File: src/rtl/eaqf_pkg.sv
package eaqf_pkg;

    typedef enum logic [1:0] {
        ACC_READ  = 2'd0,
        ACC_WRITE = 2'd1,
        ACC_FETCH = 2'd2,
        ACC_BAD   = 2'd3
    } acc_e;

    typedef enum logic [2:0] {
        EXC_NONE = 3'd0,
        EXC_ISEG = 3'd1,
        EXC_DSEG = 3'd2,
        EXC_ISTO = 3'd3,
        EXC_DSTO = 3'd4
    } exc_e;

    typedef enum logic [1:0] {
        QD_APP  = 2'd0,
        QD_BAD1 = 2'd1,
        QD_BAD2 = 2'd2,
        QD_OS   = 2'd3
    } quad_e;

    function automatic logic quad_legal(input quad_e q);
        return (q == QD_APP) || (q == QD_OS);
    endfunction

    function automatic logic is_fetch(input logic [1:0] a);
        return acc_e'(a) == ACC_FETCH;
    endfunction

endpackage

File: src/rtl/eaqf_mode_decode.sv
module eaqf_mode_decode
    import eaqf_pkg::*;
#(
    parameter int EA_W  = 64,
    parameter int PID_W = 20,
    parameter int TOP_CLR = 4
) (
    input  logic [EA_W-1:0]  ea,
    input  logic [1:0]       acc,
    input  logic             ir_en,
    input  logic             dr_en,
    input  logic [PID_W-1:0] pid_reg,
    output logic             bypass,
    output logic             seg_bad,
    output logic [EA_W-1:0]  addr_out,
    output logic [PID_W-1:0] pid_sel
);
    localparam logic [EA_W-1:0] KEEP_MASK = {{TOP_CLR{1'b0}}, {(EA_W-TOP_CLR){1'b1}}};

    quad_e quad;

    always_comb begin
        quad     = quad_e'(ea[EA_W-1 -: 2]);
        bypass   = is_fetch(acc) ? !ir_en : !dr_en;
        seg_bad  = !bypass && !quad_legal(quad);
        addr_out = bypass ? (ea & KEEP_MASK) : ea;
        pid_sel  = (quad == QD_OS) ? '0 : pid_reg;
    end
endmodule

File: src/rtl/eaqf_fault_report.sv
module eaqf_fault_report
    import eaqf_pkg::*;
#(
    parameter int EA_W      = 64,
    parameter int CAUSE_W   = 32,
    parameter int STORE_BIT = 25
) (
    input  logic               clk,
    input  logic               rst,
    input  logic               seg_req,
    input  logic [1:0]         seg_acc,
    input  logic [EA_W-1:0]    seg_ea,
    input  logic               flt_valid,
    input  logic [1:0]         flt_acc,
    input  logic [EA_W-1:0]    flt_ea,
    input  logic [CAUSE_W-1:0] flt_cause,
    output logic               exc_valid,
    output exc_e               exc_code,
    output logic [CAUSE_W-1:0] err_code,
    output logic [EA_W-1:0]    far,
    output logic [CAUSE_W-1:0] fsr
);
    localparam logic [CAUSE_W-1:0] STORE_FLAG = CAUSE_W'(1) << STORE_BIT;

    always_ff @(posedge clk) begin
        if (rst) begin
            exc_valid <= 1'b0;
            exc_code  <= EXC_NONE;
            err_code  <= '0;
            far       <= '0;
            fsr       <= '0;
        end else if (flt_valid) begin
            exc_valid <= 1'b1;
            if (is_fetch(flt_acc)) begin
                exc_code <= EXC_ISTO;
                err_code <= flt_cause;
            end else begin
                exc_code <= EXC_DSTO;
                err_code <= '0;
                far      <= flt_ea;
                fsr      <= (acc_e'(flt_acc) == ACC_WRITE) ? (flt_cause | STORE_FLAG) : flt_cause;
            end
        end else if (seg_req) begin
            exc_valid <= 1'b1;
            err_code  <= '0;
            if (is_fetch(seg_acc)) begin
                exc_code <= EXC_ISEG;
            end else begin
                exc_code <= EXC_DSEG;
                far      <= seg_ea;
            end
        end else begin
            exc_valid <= 1'b0;
            exc_code  <= EXC_NONE;
        end
    end

    p_isto_keeps_far_r7: assert property (@(posedge clk) disable iff (rst)
        exc_valid && exc_code == EXC_ISTO |-> $stable(far) && $stable(fsr));
    p_iseg_keeps_far_r5: assert property (@(posedge clk) disable iff (rst)
        exc_valid && exc_code == EXC_ISEG |-> $stable(far) && err_code == '0);
    p_store_flag_r9: assert property (@(posedge clk) disable iff (rst)
        flt_valid && acc_e'(flt_acc) == ACC_WRITE |=> fsr[STORE_BIT]);
    p_storage_wins_r11: assert property (@(posedge clk) disable iff (rst)
        flt_valid && seg_req |=> exc_code inside {EXC_ISTO, EXC_DSTO});
    p_idle_holds_r10: assert property (@(posedge clk) disable iff (rst)
        !flt_valid && !seg_req |=> !exc_valid && $stable(far) && $stable(fsr));
endmodule

File: src/rtl/eaqf_top.sv
module eaqf_top
    import eaqf_pkg::*;
#(
    parameter int EA_W      = 64,
    parameter int PID_W     = 20,
    parameter int LPID_W    = 12,
    parameter int CAUSE_W   = 32,
    parameter int STORE_BIT = 25
) (
    input  logic               clk,
    input  logic               rst,
    input  logic               req_valid,
    input  logic [EA_W-1:0]    req_ea,
    input  logic [1:0]         req_acc,
    input  logic               ir_en,
    input  logic               dr_en,
    input  logic [PID_W-1:0]   pid_reg,
    input  logic [LPID_W-1:0]  lpid_reg,
    input  logic               flt_valid,
    input  logic [EA_W-1:0]    flt_ea,
    input  logic [1:0]         flt_acc,
    input  logic [CAUSE_W-1:0] flt_cause,
    output logic               q_valid,
    output logic               q_real,
    output logic [EA_W-1:0]    q_addr,
    output logic [2:0]         q_perm,
    output logic [PID_W-1:0]   q_pid,
    output logic [LPID_W-1:0]  q_lpid,
    output logic               exc_valid,
    output logic [2:0]         exc_code,
    output logic [CAUSE_W-1:0] err_code,
    output logic [EA_W-1:0]    far,
    output logic [CAUSE_W-1:0] fsr
);
    logic             bypass, seg_bad;
    logic [EA_W-1:0]  addr_d;
    logic [PID_W-1:0] pid_d;
    exc_e             exc_code_e;

    eaqf_mode_decode #(.EA_W(EA_W), .PID_W(PID_W), .TOP_CLR(4)) dec_i (
        .ea(req_ea), .acc(req_acc), .ir_en(ir_en), .dr_en(dr_en),
        .pid_reg(pid_reg), .bypass(bypass), .seg_bad(seg_bad),
        .addr_out(addr_d), .pid_sel(pid_d)
    );

    eaqf_fault_report #(.EA_W(EA_W), .CAUSE_W(CAUSE_W), .STORE_BIT(STORE_BIT)) flt_i (
        .clk(clk), .rst(rst),
        .seg_req(req_valid && seg_bad), .seg_acc(req_acc), .seg_ea(req_ea),
        .flt_valid(flt_valid), .flt_acc(flt_acc), .flt_ea(flt_ea), .flt_cause(flt_cause),
        .exc_valid(exc_valid), .exc_code(exc_code_e), .err_code(err_code),
        .far(far), .fsr(fsr)
    );

    assign exc_code = exc_code_e;

    always_ff @(posedge clk) begin
        if (rst) begin
            q_valid <= 1'b0;
            q_real  <= 1'b0;
            q_addr  <= '0;
            q_perm  <= '0;
            q_pid   <= '0;
            q_lpid  <= '0;
        end else begin
            q_valid <= req_valid && !seg_bad;
            q_real  <= bypass;
            q_addr  <= addr_d;
            q_perm  <= bypass ? 3'b111 : 3'b000;
            q_pid   <= bypass ? '0 : pid_d;
            q_lpid  <= bypass ? '0 : lpid_reg;
        end
    end

    p_acc_legal_r2: assert property (@(posedge clk) disable iff (rst)
        req_valid |-> req_acc != 2'd3);
    p_real_top_clear_r2: assert property (@(posedge clk) disable iff (rst)
        q_valid && q_real |-> q_addr[EA_W-1 -: 4] == 4'd0 && q_perm == 3'b111);
    p_app_pid_r3: assert property (@(posedge clk) disable iff (rst)
        req_valid && !bypass && req_ea[EA_W-1 -: 2] == 2'd0 |=> q_pid == $past(pid_reg));
    p_os_pid_r4: assert property (@(posedge clk) disable iff (rst)
        q_valid && !q_real && q_addr[EA_W-1 -: 2] == 2'd3 |-> q_pid == '0);
    p_no_valid_illegal_r5: assert property (@(posedge clk) disable iff (rst)
        q_valid && !q_real |-> q_addr[EA_W-1 -: 2] inside {2'd0, 2'd3});
endmodule

File: config.mk
export PLATFORM = sky130hd
export DESIGN_NAME = eaqf_top
export DESIGN_NICKNAME = d
export VERILOG_FILES = /design/src/rtl/eaqf_pkg.sv /design/src/rtl/eaqf_mode_decode.sv /design/src/rtl/eaqf_fault_report.sv /design/src/rtl/eaqf_top.sv
export SDC_FILE = /design/constraint.sdc
export NUM_CORES = 1
export LEC_CHECK = 0
export ABC_AREA = 1
export BUFFER_PORTS_ARGS = -buffer_cell sky130_fd_sc_hd__buf_2
export CAP_MARGIN = 25
export CORE_AREA = 2 2 167 169
export CTS_BUF_LIST = sky130_fd_sc_hd__clkbuf_16
export DETAILED_ROUTE_END_ITERATION = 8
export DIE_AREA = 0 0 169 171
export PLACE_DENSITY = 0.62
export SYNTH_ARGS = -nofsm -noshare
export SYNTH_HDL_FRONTEND = slang
export SYNTH_SLANG_ARGS = --single-unit
File: constraint.sdc
create_clock -name clk -period 2.5 [get_ports clk]
set_input_delay 0.5 -clock clk [delete_from_list [all_inputs] [get_ports clk]]
set_output_delay 0.5 -clock clk [all_outputs]
set_load 0.005 [all_outputs]
Word level (Yosys, flattened, before mapping)
Index checks and enable logic that the tools add are counted.
- flip-flop bits (word level): 233
- input bits: 202
- output and inout bits: 233
- word-level logic and storage cells: 50
- equality and inequality tests: 6
- multiplexer cells: 16
- bitwise operators: 1
- reductions and logical operators: 15
- operator list (cell ; number):
    two-way mux 64 bit ; 4
    two-way mux 32 bit ; 3
    two-way mux 26 bit ; 1
    two-way mux 3 bit ; 3
    equality test 2 bit, second input constant ; 3
    logical NOT 1 bit ; 5
    two-way mux 2 bit ; 2
    inequality test 2 bit, second input constant ; 2
    logical AND 1 bit ; 3
    two-way mux 1 bit ; 3
    AND reduction 3 bit ; 1
    OR reduction 3 bit ; 1
    equality test 2 x 1 -> 1 bit, second input constant ; 1
    logical NOT 2 bit ; 1
    AND reduction 2 bit ; 1
    nonzero test 2 bit ; 1
    OR reduction 2 bit ; 1
    logical OR 1 bit ; 1
    inverter 1 bit ; 1

Logic depth before layout (Yosys ltp)
Gate-level depths: netlist (run 1).
- depth in word-level cells: 7
- gate-level depth with buffers: 10
- depth with buffers taken out: 8

Modules after synthesis
Synthesis (run 1) repeated with hierarchy kept, for this count alone.
- cell total of the unflattened synthesis: 1355
- area total of the unflattened synthesis: 9496.6 µm²
- modules (own cells, without submodules) (module ; times used ; cells an instance ; area an instance (µm²) ; sequential area each (µm²)):
    eaqf_fault_report ; 1 ; 924 ; 5941.9 ; 2642.5
    eaqf_top ; 1 ; 311 ; 2844.0 ; 1961.9
    eaqf_mode_decode ; 1 ; 120 ; 710.7 ; 0.0

Worst setup path before layout (run 1)
Ideal clock, no wire load.
- path kind: input-to-reg
- start point: input req_ea[62]
- end point: register flt_i.far[14]
- arrival time: 1431 ps
- setup slack: 954 ps
- stages: 6
- buffers on the path: 2
- path through: ha_1 > nand4_2 > buf_4 > buf_2 > a21oi_1 > nor2_1
- cells in the longest elaborated chain, start to end: 7
- elaborated cells on any way between the ends: 8
- ends and longest elaborated chain (what ; RTL line ; source):
    start: declaration ; eaqf_top.sv:13 ; input logic [EA_W-1:0] req_ea,
    equality test 2 bit / logical NOT 2 bit (equally long branches) ; eaqf_pkg.sv:26 ; return (q == QD_APP) || (q == QD_OS);
    logical OR 1 bit (*) ; eaqf_pkg.sv:26 ;
    logical NOT 1 bit (*) ; eaqf_mode_decode.sv:25 ; seg_bad = !bypass && !quad_legal(quad);
    logical AND 1 bit (*) ; eaqf_mode_decode.sv:25 ;
    logical AND 1 bit (*) ; eaqf_top.sv:48 ; .seg_req(req_valid && seg_bad), .seg_acc(req_acc), .seg_ea(req_ea),
    nonzero test 2 bit (no source line) (*) ; - ;
    AND reduction 3 bit (no source line) (*) ; - ;
    end signal: assignment ; eaqf_fault_report.sv:40 ; far <= flt_ea;
    end signal: assignment ; eaqf_fault_report.sv:50 ; far <= seg_ea;
    end: declaration ; eaqf_fault_report.sv:20 ; output logic [EA_W-1:0] far,
Mark *: on every way between the ends. The rest lies on a longest branch, timed or not.
A chain may end at the register's enable or synchronous reset.

==> results of run 1 <==
worst paths after layout:
kind | from | to | slack [ps] | cells past startpoint
worst max-delay path | q_perm[1] | q_real | 940 | 1
worst max register to register | flt_i.far[34] | flt_i.far[34] | 1820 | 4
worst min-delay path | lpid_reg[9] | q_lpid[9] | 190 | 3
worst min register to register | flt_i.fsr[7] | flt_i.fsr[7] | 470 | 2
metrics by stage:
step / std cells / utilization, %
2_1_floorplan: 1176 / -
3_3_place_gp: 1891 / 40.6
3_5_place_dp: 1891 / 40.6
4_1_cts: 1939 / 43.5
5_1_grt: 1940 / 43.5
6_report: 1940 / 43.5
layout make-up:
cell class,instances,area [um2]
repair buffers,453,2390
multi-input cells,695,3020
inverters,167,628
flip-flops and latches,230,4600
fillers,2874,15400
diodes,1,2.50
well taps,346,433
clock buffers,27,676
clock inverters,21,138
per-layer routing:
| layer | track usage, % | share of wire [%] | routed length [um] | up-vias |
|---|---|---|---|---|
| met5 | 0 | 0.048 | 13 | - |
| met4 | 6.50 | 3.3 | 894 | 2 |
| met3 | 5.32 | 8.7 | 2380 | 60 |
| met2 | 30.7 | 47 | 12900 | 344 |
| met1 | 20.5 | 41 | 11100 | 3755 |
| li1 | - | - | - | 4414 |
power by group:
group,switching (uW),internal (uW)
Clock,1490,2140
Combinational,635,484
Sequential,86.2,3890
cells by family after synthesis:
kind of cell	share of synthesized area, %
AO/OA/AOI/OAI	11.5
adder cells (fa/ha/maj)	0.144
buffers and inverters	12.0
flip-flops	53.2
AND/OR/NAND/NOR	23.2
cell usage after synthesis:
| cell | n | share of area, % |
|---|---|---|
| dfxtp_1 | 230 | 53 |
| buf_6 | 5 | 0.65 |
| clkinv_1 | 1 | 0.043 |
| inv_1 | 163 | 7.1 |
| nand3_1 | 98 | 5.7 |
| or2_1 | 1 | 0.072 |
| clkbuf_1 | 42 | 1.8 |
| buf_2 | 24 | 1.4 |
| nand4_2 | 1 | 0.14 |
| nand2_1 | 166 | 7.2 |
| a21oi_2 | 1 | 0.10 |
| nor2_2 | 1 | 0.072 |
| ha_1 | 1 | 0.14 |
| nand2_4 | 1 | 0.13 |
| inv_2 | 3 | 0.13 |
| nor2_1 | 227 | 9.8 |
| a21oi_1 | 101 | 5.8 |
| o21ai_0 | 96 | 5.5 |
| buf_1 | 5 | 0.22 |
| nor3_1 | 1 | 0.058 |
| buf_4 | 8 | 0.69 |
flip-flops by register name, summed over array words and instances (netlist names):
name / cells
flt_i.far: 64
q_addr: 64
flt_i.err_code: 32
flt_i.fsr: 32
q_pid: 20
q_lpid: 12
flt_i.exc_code: 3
flt_i.exc_valid: 1
q_perm: 1
q_valid: 1
==> metrics, run 1 <==
status=completed; CTS Buffer Depth=3; net count after synthesis=1,379; Post-Synthesis Cells=1,176; setup_tns=0 ps; P_leak=0.00645 uW; Hold Path Class=primary input to register; Die H=171 um; distinct cell type count after synthesis=21; P&R area growth vs syn=37.4%; final worst setup slack=between 900 and 1000 ps; Slew headroom=about 58%; sequential area share after synthesis=53.2%; worst-margin pin slew=633 ps; Critical-path top delay cell=dfxtp_1; Worst Path Buf+Inv=1; first-pass GRT wire length=roughly 40,000 um; synth warn=0; Avg Inst Size Synth=7.36 um2; I/O Buffers=roughly 430; grt ovf=0; final net count=1,776; post-synthesis cell area=8660 um2; most frequent cells in the layout=432 x buf_2, 230 x dfxtp_1, 227 x nor2_1, 168 x inv_1, 166 x nand2_1; PwrDens=734 nW/um2; Final Hold Fails=0; Seq cells post-synth=230; Root Buffer=clkbuf_16; DRT Wirelength=27,300 um; io pins=435; DR DRC count=0; Routed WL per cell=14.1 um; largest net degree at the start of global routing=77; drt pass-1 iters=4; postcts setup bufs=0; Initial Util=a little under a third; crit path capture type=output port; Vias=between 8k and 9k; leading cell type in the layout, fill and taps excluded=buf_2; antenna violations before repair=2; H-tree depth=1; crit share post-route=62.5%; Max-cap violations=0; f_max=640 MHz; Slew Limit Fails=0; critical-path cell list=buf_2; CP delay by family, top=flip-flops; routability cong.=0.833; Critical Setup Path Class=register to output port; startpoint types=register; Final min period=1560 ps; gr usage total=between 10% and 20%; Max VDD drop=0.425 mV; pre-CTS setup slack=around 600 ps; RSZ-0062 raised after global routing=no; WP data arrival=roughly 1100 ps; Core Region=27,300 um2; Clock Latency Late Sink=just over 500 ps; Min Hold Slack=190 ps; Clock Pin Slew Worst Setup and Hold Paths=60 ps; Post-CTS Hold Buffers=0; clock skew=0 ps; post-CTS sizing=0; critical path required time=2000 ps; CTS tree=built; Die ar.=roughly 29,000 um2; die width=roughly 170 um; DR iter-0 viols=446; clk sinks=230; share of cells above drive strength 1=31.1%; Detailed Place HPWL=around 20,000 um; total CTS buffers=26; row cnt=a little over 60; Final Instance Area=about 12,000 um2; Total Power=roughly 8700 uW; DP Area=around 11,000 um2; Routed Antenna Nets=0; vias in the first global route=about 7.9k; Setup Viol. Count Final=0; Largest stage delay, worst path=just under 400 ps; vias per std cell=~4.4; CP Max Fanout=4
No activity file was read; power rests on OpenSTA's default activity.
==> run 2: changes to the inputs <==
--- a/config.mk
+++ b/config.mk
@@ -5,14 +5,14 @@
 export SDC_FILE = /design/constraint.sdc
 export NUM_CORES = 1
 export LEC_CHECK = 0
-export ABC_AREA = 1
+export ABC_AREA = 0
 export BUFFER_PORTS_ARGS = -buffer_cell sky130_fd_sc_hd__buf_2
 export CAP_MARGIN = 25
 export CORE_AREA = 2 2 167 169
 export CTS_BUF_LIST = sky130_fd_sc_hd__clkbuf_16
 export DETAILED_ROUTE_END_ITERATION = 8
 export DIE_AREA = 0 0 169 171
-export PLACE_DENSITY = 0.62
+export PLACE_DENSITY = 0.59
 export SYNTH_ARGS = -nofsm -noshare
 export SYNTH_HDL_FRONTEND = slang
 export SYNTH_SLANG_ARGS = --single-unit
==> constraint.sdc (replaced) <==
create_clock -name clk -period 1.6 [get_ports clk]
set_input_delay 0.32 -clock clk [delete_from_list [all_inputs] [get_ports clk]]
set_output_delay 0.32 -clock clk [all_outputs]
set_load 0.005 [all_outputs]
==> run 2 against run 1 <==
Compared with the run above:
- setup slack lost 690 ps
- area after synthesis shrank 10%
- via count shrank 20%
- register-to-register slack lost 910 ps
- non-clock buffer count grew 41
- sequential power grew 56%
- global-route usage shrank 1.7 points
- clock power grew 55%
- critical path type is now primary input to register
- largest cell class unchanged
- largest power group unchanged
- highest routed layer unchanged
==> metrics, run 2 <==
status=completed; gr busiest metal=met2; vias per std cell=4.42 (about the same); Seq cells post-synth=230 (unchanged); WP data arrival=1770 ps (+710 ps); clk sinks=230 (unchanged); post-synthesis cell area=7780 um2 (-10%); Setup Viol. Count Final=0 (unchanged); FF+latch area=4600 um2 (unchanged); global routing usage on met1=17.7% (-2.8 points); P_leak=0.00573 uW (-11%); f_max=approximately 740 MHz; Inst Count DP=1,485 (-21%); Pint=10,200 uW (+57%); Synth Flop Type=dfxtp_1; routability cong.=0.757 (-9.1%); Filler Cell Count=2,713 (-5.6%); Die H=171 um (unchanged); crit path capture type=register; Root Buffer=clkbuf_16; Final Hold Fails=0 (unchanged); top-area cell type share of the netlist area=59.2% (+6.0 points); Critical-path top delay cell=ha_4; Min Hold Slack=21.7 ps (-168 ps); startpoint types=primary input; Avg Inst Size Synth=10.6 um2 (+45%); largest family of logic cells by synthesized area=simple AND/OR/NAND/NOR gates; most frequent cell after synthesis=dfxtp_1; Clock Latency Late Sink=510 ps (about the same); DR iter-0 viols=200 (-55%); Initial Util=28.5% (-3.2 points); most frequent cells in the layout=432 x buf_2, 230 x dfxtp_1, 67 x nor2_1, 64 x mux2i_1, 64 x a211oi_1; met3 usage=5.76% (+0.44 points); pre-CTS setup slack=-403 ps (-1000 ps); largest cells by area after synthesis=dfxtp_1 59%, mux2i_1 8.2%, a211oi_1 6.2%; final net count=1,398 (-21%); grt ovf=0 (unchanged); Routed Antenna Nets=0 (unchanged); PwrDens=1160 nW/um2 (+58%); DR DRC count=0 (unchanged); CTS Buffer Depth=3 (unchanged); Total Power=13,400 uW (+54%); Largest stage delay, worst path=260 ps (-130 ps); sequential area share after synthesis=59.2% (+6.0 points); Routed WL per cell=15.8 um (+12%); mux cell area share after synthesis=8.43% (+8.4 points); Slew headroom=36.4% (-21 points); Worst Path Buf+Inv=3 (+2); critical-path cell list=buf_2, ha_4, nand3b_1, o32ai_4, buf_12, buf_12, nor2_1, a211oi_1; post-CTS sizing=0 (unchanged); Synth Area in Adders=0.161% (+0.016 points); Switch Pwr=3240 uW (+46%); Post-Synth Simple-Gate Area=15.4% (-7.8 points); distinct cell type count after synthesis=29 (+38%); critical path required time=2010 ps (about the same); synth cell count leaders=230 x dfxtp_1, 69 x nor2_1, 64 x a211oi_1, 64 x mux2i_1; final worst setup slack=247 ps (-690 ps); vias in the first global route=6,798 (-13%); synth warn=0 (unchanged); P&R area growth vs syn=49.0%; Max-cap violations=0 (unchanged); first-pass GRT wire length=36,600 um (-11%); total CTS buffers=25 (-3.8%); Critical Setup Path Class=primary input to register; Hold Path Class=primary input to register; antenna violations before repair=3 (+1); leading cell type in the layout, fill and taps excluded=buf_2; clock skew=0 ps (unchanged); fraction of power consumed by combinational cells=12.2% (-0.6 points); Yosys top cell by area=dfxtp_1; routing usage on met2=28.8% (-1.9 points); Core Util, Final=42.4% (-1.1 points); io pins=435 (unchanged); Regs by FF count=flt_i.far (64), q_addr (64); RSZ-0062 raised after global routing=no; share of cells above drive strength 1=44.2% (+13 points); drt pass-1 iters=4 (unchanged); row cnt=61 (unchanged); DRT Wirelength=24,700 um (-9.7%); crit share post-route=84.6%; sw frac=24.1% (-1.2 points); Max VDD drop=0.764 mV (+80%); Slew Limit Fails=0 (unchanged); Clock Pin Slew Worst Setup and Hold Paths=60 ps (about the same); asr flop ratio synth=0% (unchanged); Detailed Place HPWL=17,700 um (-11%); net count after synthesis=934 (-32%); Flop pwr share=46.0% (+0.4 points); CP Max Fanout=33 (+29); I/O Buffers=434 (unchanged); Die ar.=28,900 um2 (unchanged); Final min period=1350 ps; gr usage total=16.0% (-1.7 points); Post-synth EDFFs=0 (unchanged); most used cell, CP=buf_12; Post-Synthesis Cells=731 (-38%); worst-margin pin slew=954 ps (+322 ps); Multi-input gate area=2910 um2 (-3.6%); post-route insts no fill=1,559 (-20%); H-tree depth=1 (unchanged); Compound-Gate Fraction of Synth Area=13.0% (+1.5 points); largest net degree at the start of global routing=154 (+100%); Core Region=27,300 um2 (unchanged); die width=169 um (unchanged); clock group share of total power=41.7% (about the same); CP delay by family, top=buffers and inverters; Vias=6,894 (-20%); Synth Area in XOR/XNOR=0% (unchanged); CTS tree=built
-- run 2: per-layer routing --
metal	vias up	share of wire, %
met2	289	49
met1	3132	39
li1	3424	-
met3	45	9.9
met4	4	2.4
met5	-	0.097
-- run 2: worst paths after layout --
check / startpoint / endpoint / slack, ps / cells past startpoint
worst max-delay path: req_ea[63] / flt_i.far[26] / 250 / 8
worst min-delay path: pid_reg[2] / q_pid[2] / 20 / 2
worst max register to register: flt_i.far[55] / flt_i.far[55] / 910 / 2
worst min register to register: flt_i.fsr[20] / flt_i.fsr[20] / 450 / 2
-- run 2: timing repair --
item | 4_1_cts | 5_1_grt
setup buffers | 0 | 0
endpoints found under the hold margin | 27 | 1
hold buffers | 27 | 1
-- run 2: kinds of logic after synthesis --
family	Yosys count
mux	65
flops	230
fa+ha+maj	1
compound gates	133
simple gates	243
buf+inv	59
-- run 2: power by group through the flow --
stage | registers, uW | logic, uW | clock network [uW]
2_1_floorplan | 6360 | 670 | 0
3_3_place_gp | 6310 | 1600 | 0
3_5_place_dp | 6310 | 1610 | 0
4_1_cts | 6190 | 1660 | 5760
5_1_grt | 6230 | 1820 | 6010
6_report | 6190 | 1640 | 5610
-- run 2: cell type report --
class	count	share of cell area, %
Clock buffer	25	5.40
Tap cell	346	3.74
Inverter	2	0.0648
Sequential cell	230	39.7
Multi-Input combinational cell	442	25.1
Timing Repair Buffer	494	24.5
Antenna cell	1	0.0216
Clock inverter	19	1.37
-- run 2: worst register-to-register path, stage by stage (launching register included) --
cell and delay (ps):
dfxtp_1 320, nor2_1 50, a211oi_1 220
-- run 2: through the flow --
step | instance area, um2 | TNS, ps
floorplan | 7800 | 0
detailed placement | 10500 | -32820
global placement | 10500 | -28610
CTS | 11600 | 0
global route | 11600 | 0
finish | 11600 | 0
==> run 3: changes to the inputs <==
--- a/config.mk
+++ b/config.mk
@@ -5,14 +5,14 @@
 export SDC_FILE = /design/constraint.sdc
 export NUM_CORES = 1
 export LEC_CHECK = 0
-export ABC_AREA = 0
+export ABC_AREA = 1
 export BUFFER_PORTS_ARGS = -buffer_cell sky130_fd_sc_hd__buf_2
 export CAP_MARGIN = 25
 export CORE_AREA = 2 2 167 169
 export CTS_BUF_LIST = sky130_fd_sc_hd__clkbuf_16
 export DETAILED_ROUTE_END_ITERATION = 8
 export DIE_AREA = 0 0 169 171
-export PLACE_DENSITY = 0.59
+export PLACE_DENSITY = 0.62
 export SYNTH_ARGS = -nofsm -noshare
 export SYNTH_HDL_FRONTEND = slang
 export SYNTH_SLANG_ARGS = --single-unit
==> constraint.sdc (replaced) <==
create_clock -name clk -period 1.4 [get_ports clk]
set_input_delay 0.28 -clock clk [delete_from_list [all_inputs] [get_ports clk]]
set_output_delay 0.28 -clock clk [all_outputs]
set_load 0.005 [all_outputs]
==> run 3 against run 2 <==
Compared with the run above:
- clock skew stayed put
- sequential cell count did not move
- cell area is 14% higher
- routed wire length increased by 19%
- hold slack gained 1.2 ps
- critical path depth is 7 lower
- combinational power up 43%
- clock-buffer cell count grew 2
- critical endpoint is now far[1]
==> metrics, run 3 (synthesized netlist as in run 1, its figures left out) <==
DR DRC count=0 (unchanged); DRT Wirelength=29,400 um (+19%); Slew headroom=70.6% (+34 points); most frequent cells in the layout=431 x buf_2, 228 x dfxtp_1, 227 x nor2_1, 166 x inv_1, 166 x nand2_1; met3 usage=5.34% (-0.42 points); Final Hold Fails=0 (unchanged); I/O Buffers=434 (unchanged); worst-margin pin slew=436 ps (-518 ps); critical path required time=1120 ps (-890 ps); DP Area=11,500 um2 (+9.2%); Regs by FF count=flt_i.far (64), q_addr (64); Detailed Place HPWL=20,800 um (+18%); Critical-path top delay cell=dfxtp_2; Switch Pwr=4100 uW (+26%); first-pass GRT wire length=43,700 um (+19%); Flop pwr share=44.4% (-1.6 points); H-tree depth=1 (unchanged); drt pass-1 iters=5 (+1); vias in the first global route=8,619 (+27%); f_max=768 MHz; die width=169 um (unchanged); Max VDD drop=0.655 mV (-14%); fraction of power consumed by combinational cells=14.7% (+2.5 points); Hold Path Class=primary input to register; Core Region=27,300 um2 (unchanged); gr busiest metal=met2; WP data arrival=1020 ps (-750 ps); startpoint types=register; global routing usage on met1=21.1% (+3.4 points); CP Max Fanout=2 (-94%); Clock Pin Slew Worst Setup and Hold Paths=50 ps (about the same); Initial Util=31.7% (+3.2 points); sw frac=25.6% (+1.4 points); clk sinks=230 (unchanged); Total Power=16,000 uW (+19%); Setup Viol. Count Final=0 (unchanged); PwrDens=1210 nW/um2 (+4.2%); Critical Setup Path Class=register to output port; status=completed; DR iter-0 viols=415 (+110%); Pint=11,900 uW (+17%); Die ar.=28,900 um2 (unchanged); antenna violations before repair=0 (-3); largest net degree at the start of global routing=72 (-53%); crit path capture type=output port; Diodes inserted=0 (-1); clock group share of total power=41.0% (-0.7 points); routing usage on met2=33.6% (+4.7 points); grt ovf=0 (unchanged); Routed WL per cell=14.2 um (-10%); leading cell type in the layout, fill and taps excluded=buf_2; Root Buffer=clkbuf_16; critical-path cell list=buf_4; routability cong.=0.825 (+9.1%); Final Instance Area=13,300 um2 (+14%); Max-cap violations=0 (unchanged); Die H=171 um (unchanged); total CTS buffers=26 (+4.0%); post-route insts no fill=2,070 (+33%); clock skew=0 ps (unchanged); Clock Latency Late Sink=510 ps (about the same); row cnt=61 (unchanged); gr usage total=18.8% (+2.8 points); Slew Limit Fails=0 (unchanged); CTS tree=built; CP delay by family, top=flip-flops; Largest stage delay, worst path=360 ps (+100 ps); io pins=435 (unchanged); vias per std cell=4.45 (+0.74%); Worst Path Buf+Inv=1 (-2); RSZ-0062 raised after global routing=no; Final min period=1300 ps; Inst Count DP=1,927 (+30%); CTS Buffer Depth=3 (unchanged); crit share post-route=93.0%; Routed Antenna Nets=0 (unchanged); P_leak=0.00706 uW (+23%); final net count=1,907 (+36%); share of cells above drive strength 1=31.1% (-13 points); P&R area growth vs syn=53.1%; Vias=9,221 (+34%)
## run 3: cell types whose count changed in the layout (fill, tap and decap cells not counted), sizes merged, moves of 67 or more
cell / delta
nand2: +104
nor2: +159
dlygate4sd3: +67
inv: +162
nand3: +95
a21oi: +67
o21ai: +96
## run 3: layer usage
metal	share of wire, %	vias to the layer above	wire [um]
met1	39	4121	11400
met3	8.4	74	2470
met2	49	351	14500
li1	-	4675	-
met5	0	-	0
met4	3.5	0	1020
## run 3: path summary, 6_finish.rpt
| kind | slack, ps | from | cells after the start | endpoint |
|---|---|---|---|---|
| max reg2reg | 730 | flt_i.far[1] | 4 | flt_i.far[1] |
| min reg2reg | 470 | flt_i.fsr[16] | 2 | flt_i.fsr[16] |
| max | 100 | flt_i.far[1] | 1 | far[1] |
| min | 20 | req_ea[2] | 3 | q_addr[2] |
## run 3: layout make-up
type                       instances  area, um2
clock buffer                      27        676
clock inverter                    21        149
fill                            2627      14100
inverter                         167        628
multi-input combinational        695       3020
sequential                       230       4610
tap                              346        433
timing repair buffer             584       3740
## run 3: tightest hold or removal path, cell delays in order
cell and delay, ps:
buf_2 100, inv_1 70, nor2_1 50
## run 3: what timing repair did
item	in CTS	in global routing
endpoints found under the hold margin	95	0
setup buffers	0	0
setup endpoints to repair	5	1
hold buffers	95	0
pin swaps	0	0
gates resized for setup	2	1
gates cloned	0	0
## run 3: metrics by stage
step | hold WS [ps] | util [%] | setup WS, ps | setup TNS [ps]
2_1_floorplan | 392 | - | 73.6 | 0
3_3_place_gp | 458 | 42.0 | -231 | -13110
3_5_place_dp | 465 | 42.0 | -233 | -15110
4_1_cts | 0.0749 | 48.5 | 16.2 | 0
5_1_grt | 6.62 | 48.5 | 23.6 | 0
6_report | 23.0 | 48.5 | 98.2 | 0
## run 3: power groups by stage
stage | combinational [uW] | sequential, uW | clock [uW]
2_1_floorplan | 969 | 7290 | 0
3_3_place_gp | 2130 | 7240 | 0
3_5_place_dp | 2150 | 7250 | 0
4_1_cts | 2360 | 7110 | 6750
5_1_grt | 2640 | 7150 | 7010
6_report | 2350 | 7110 | 6570
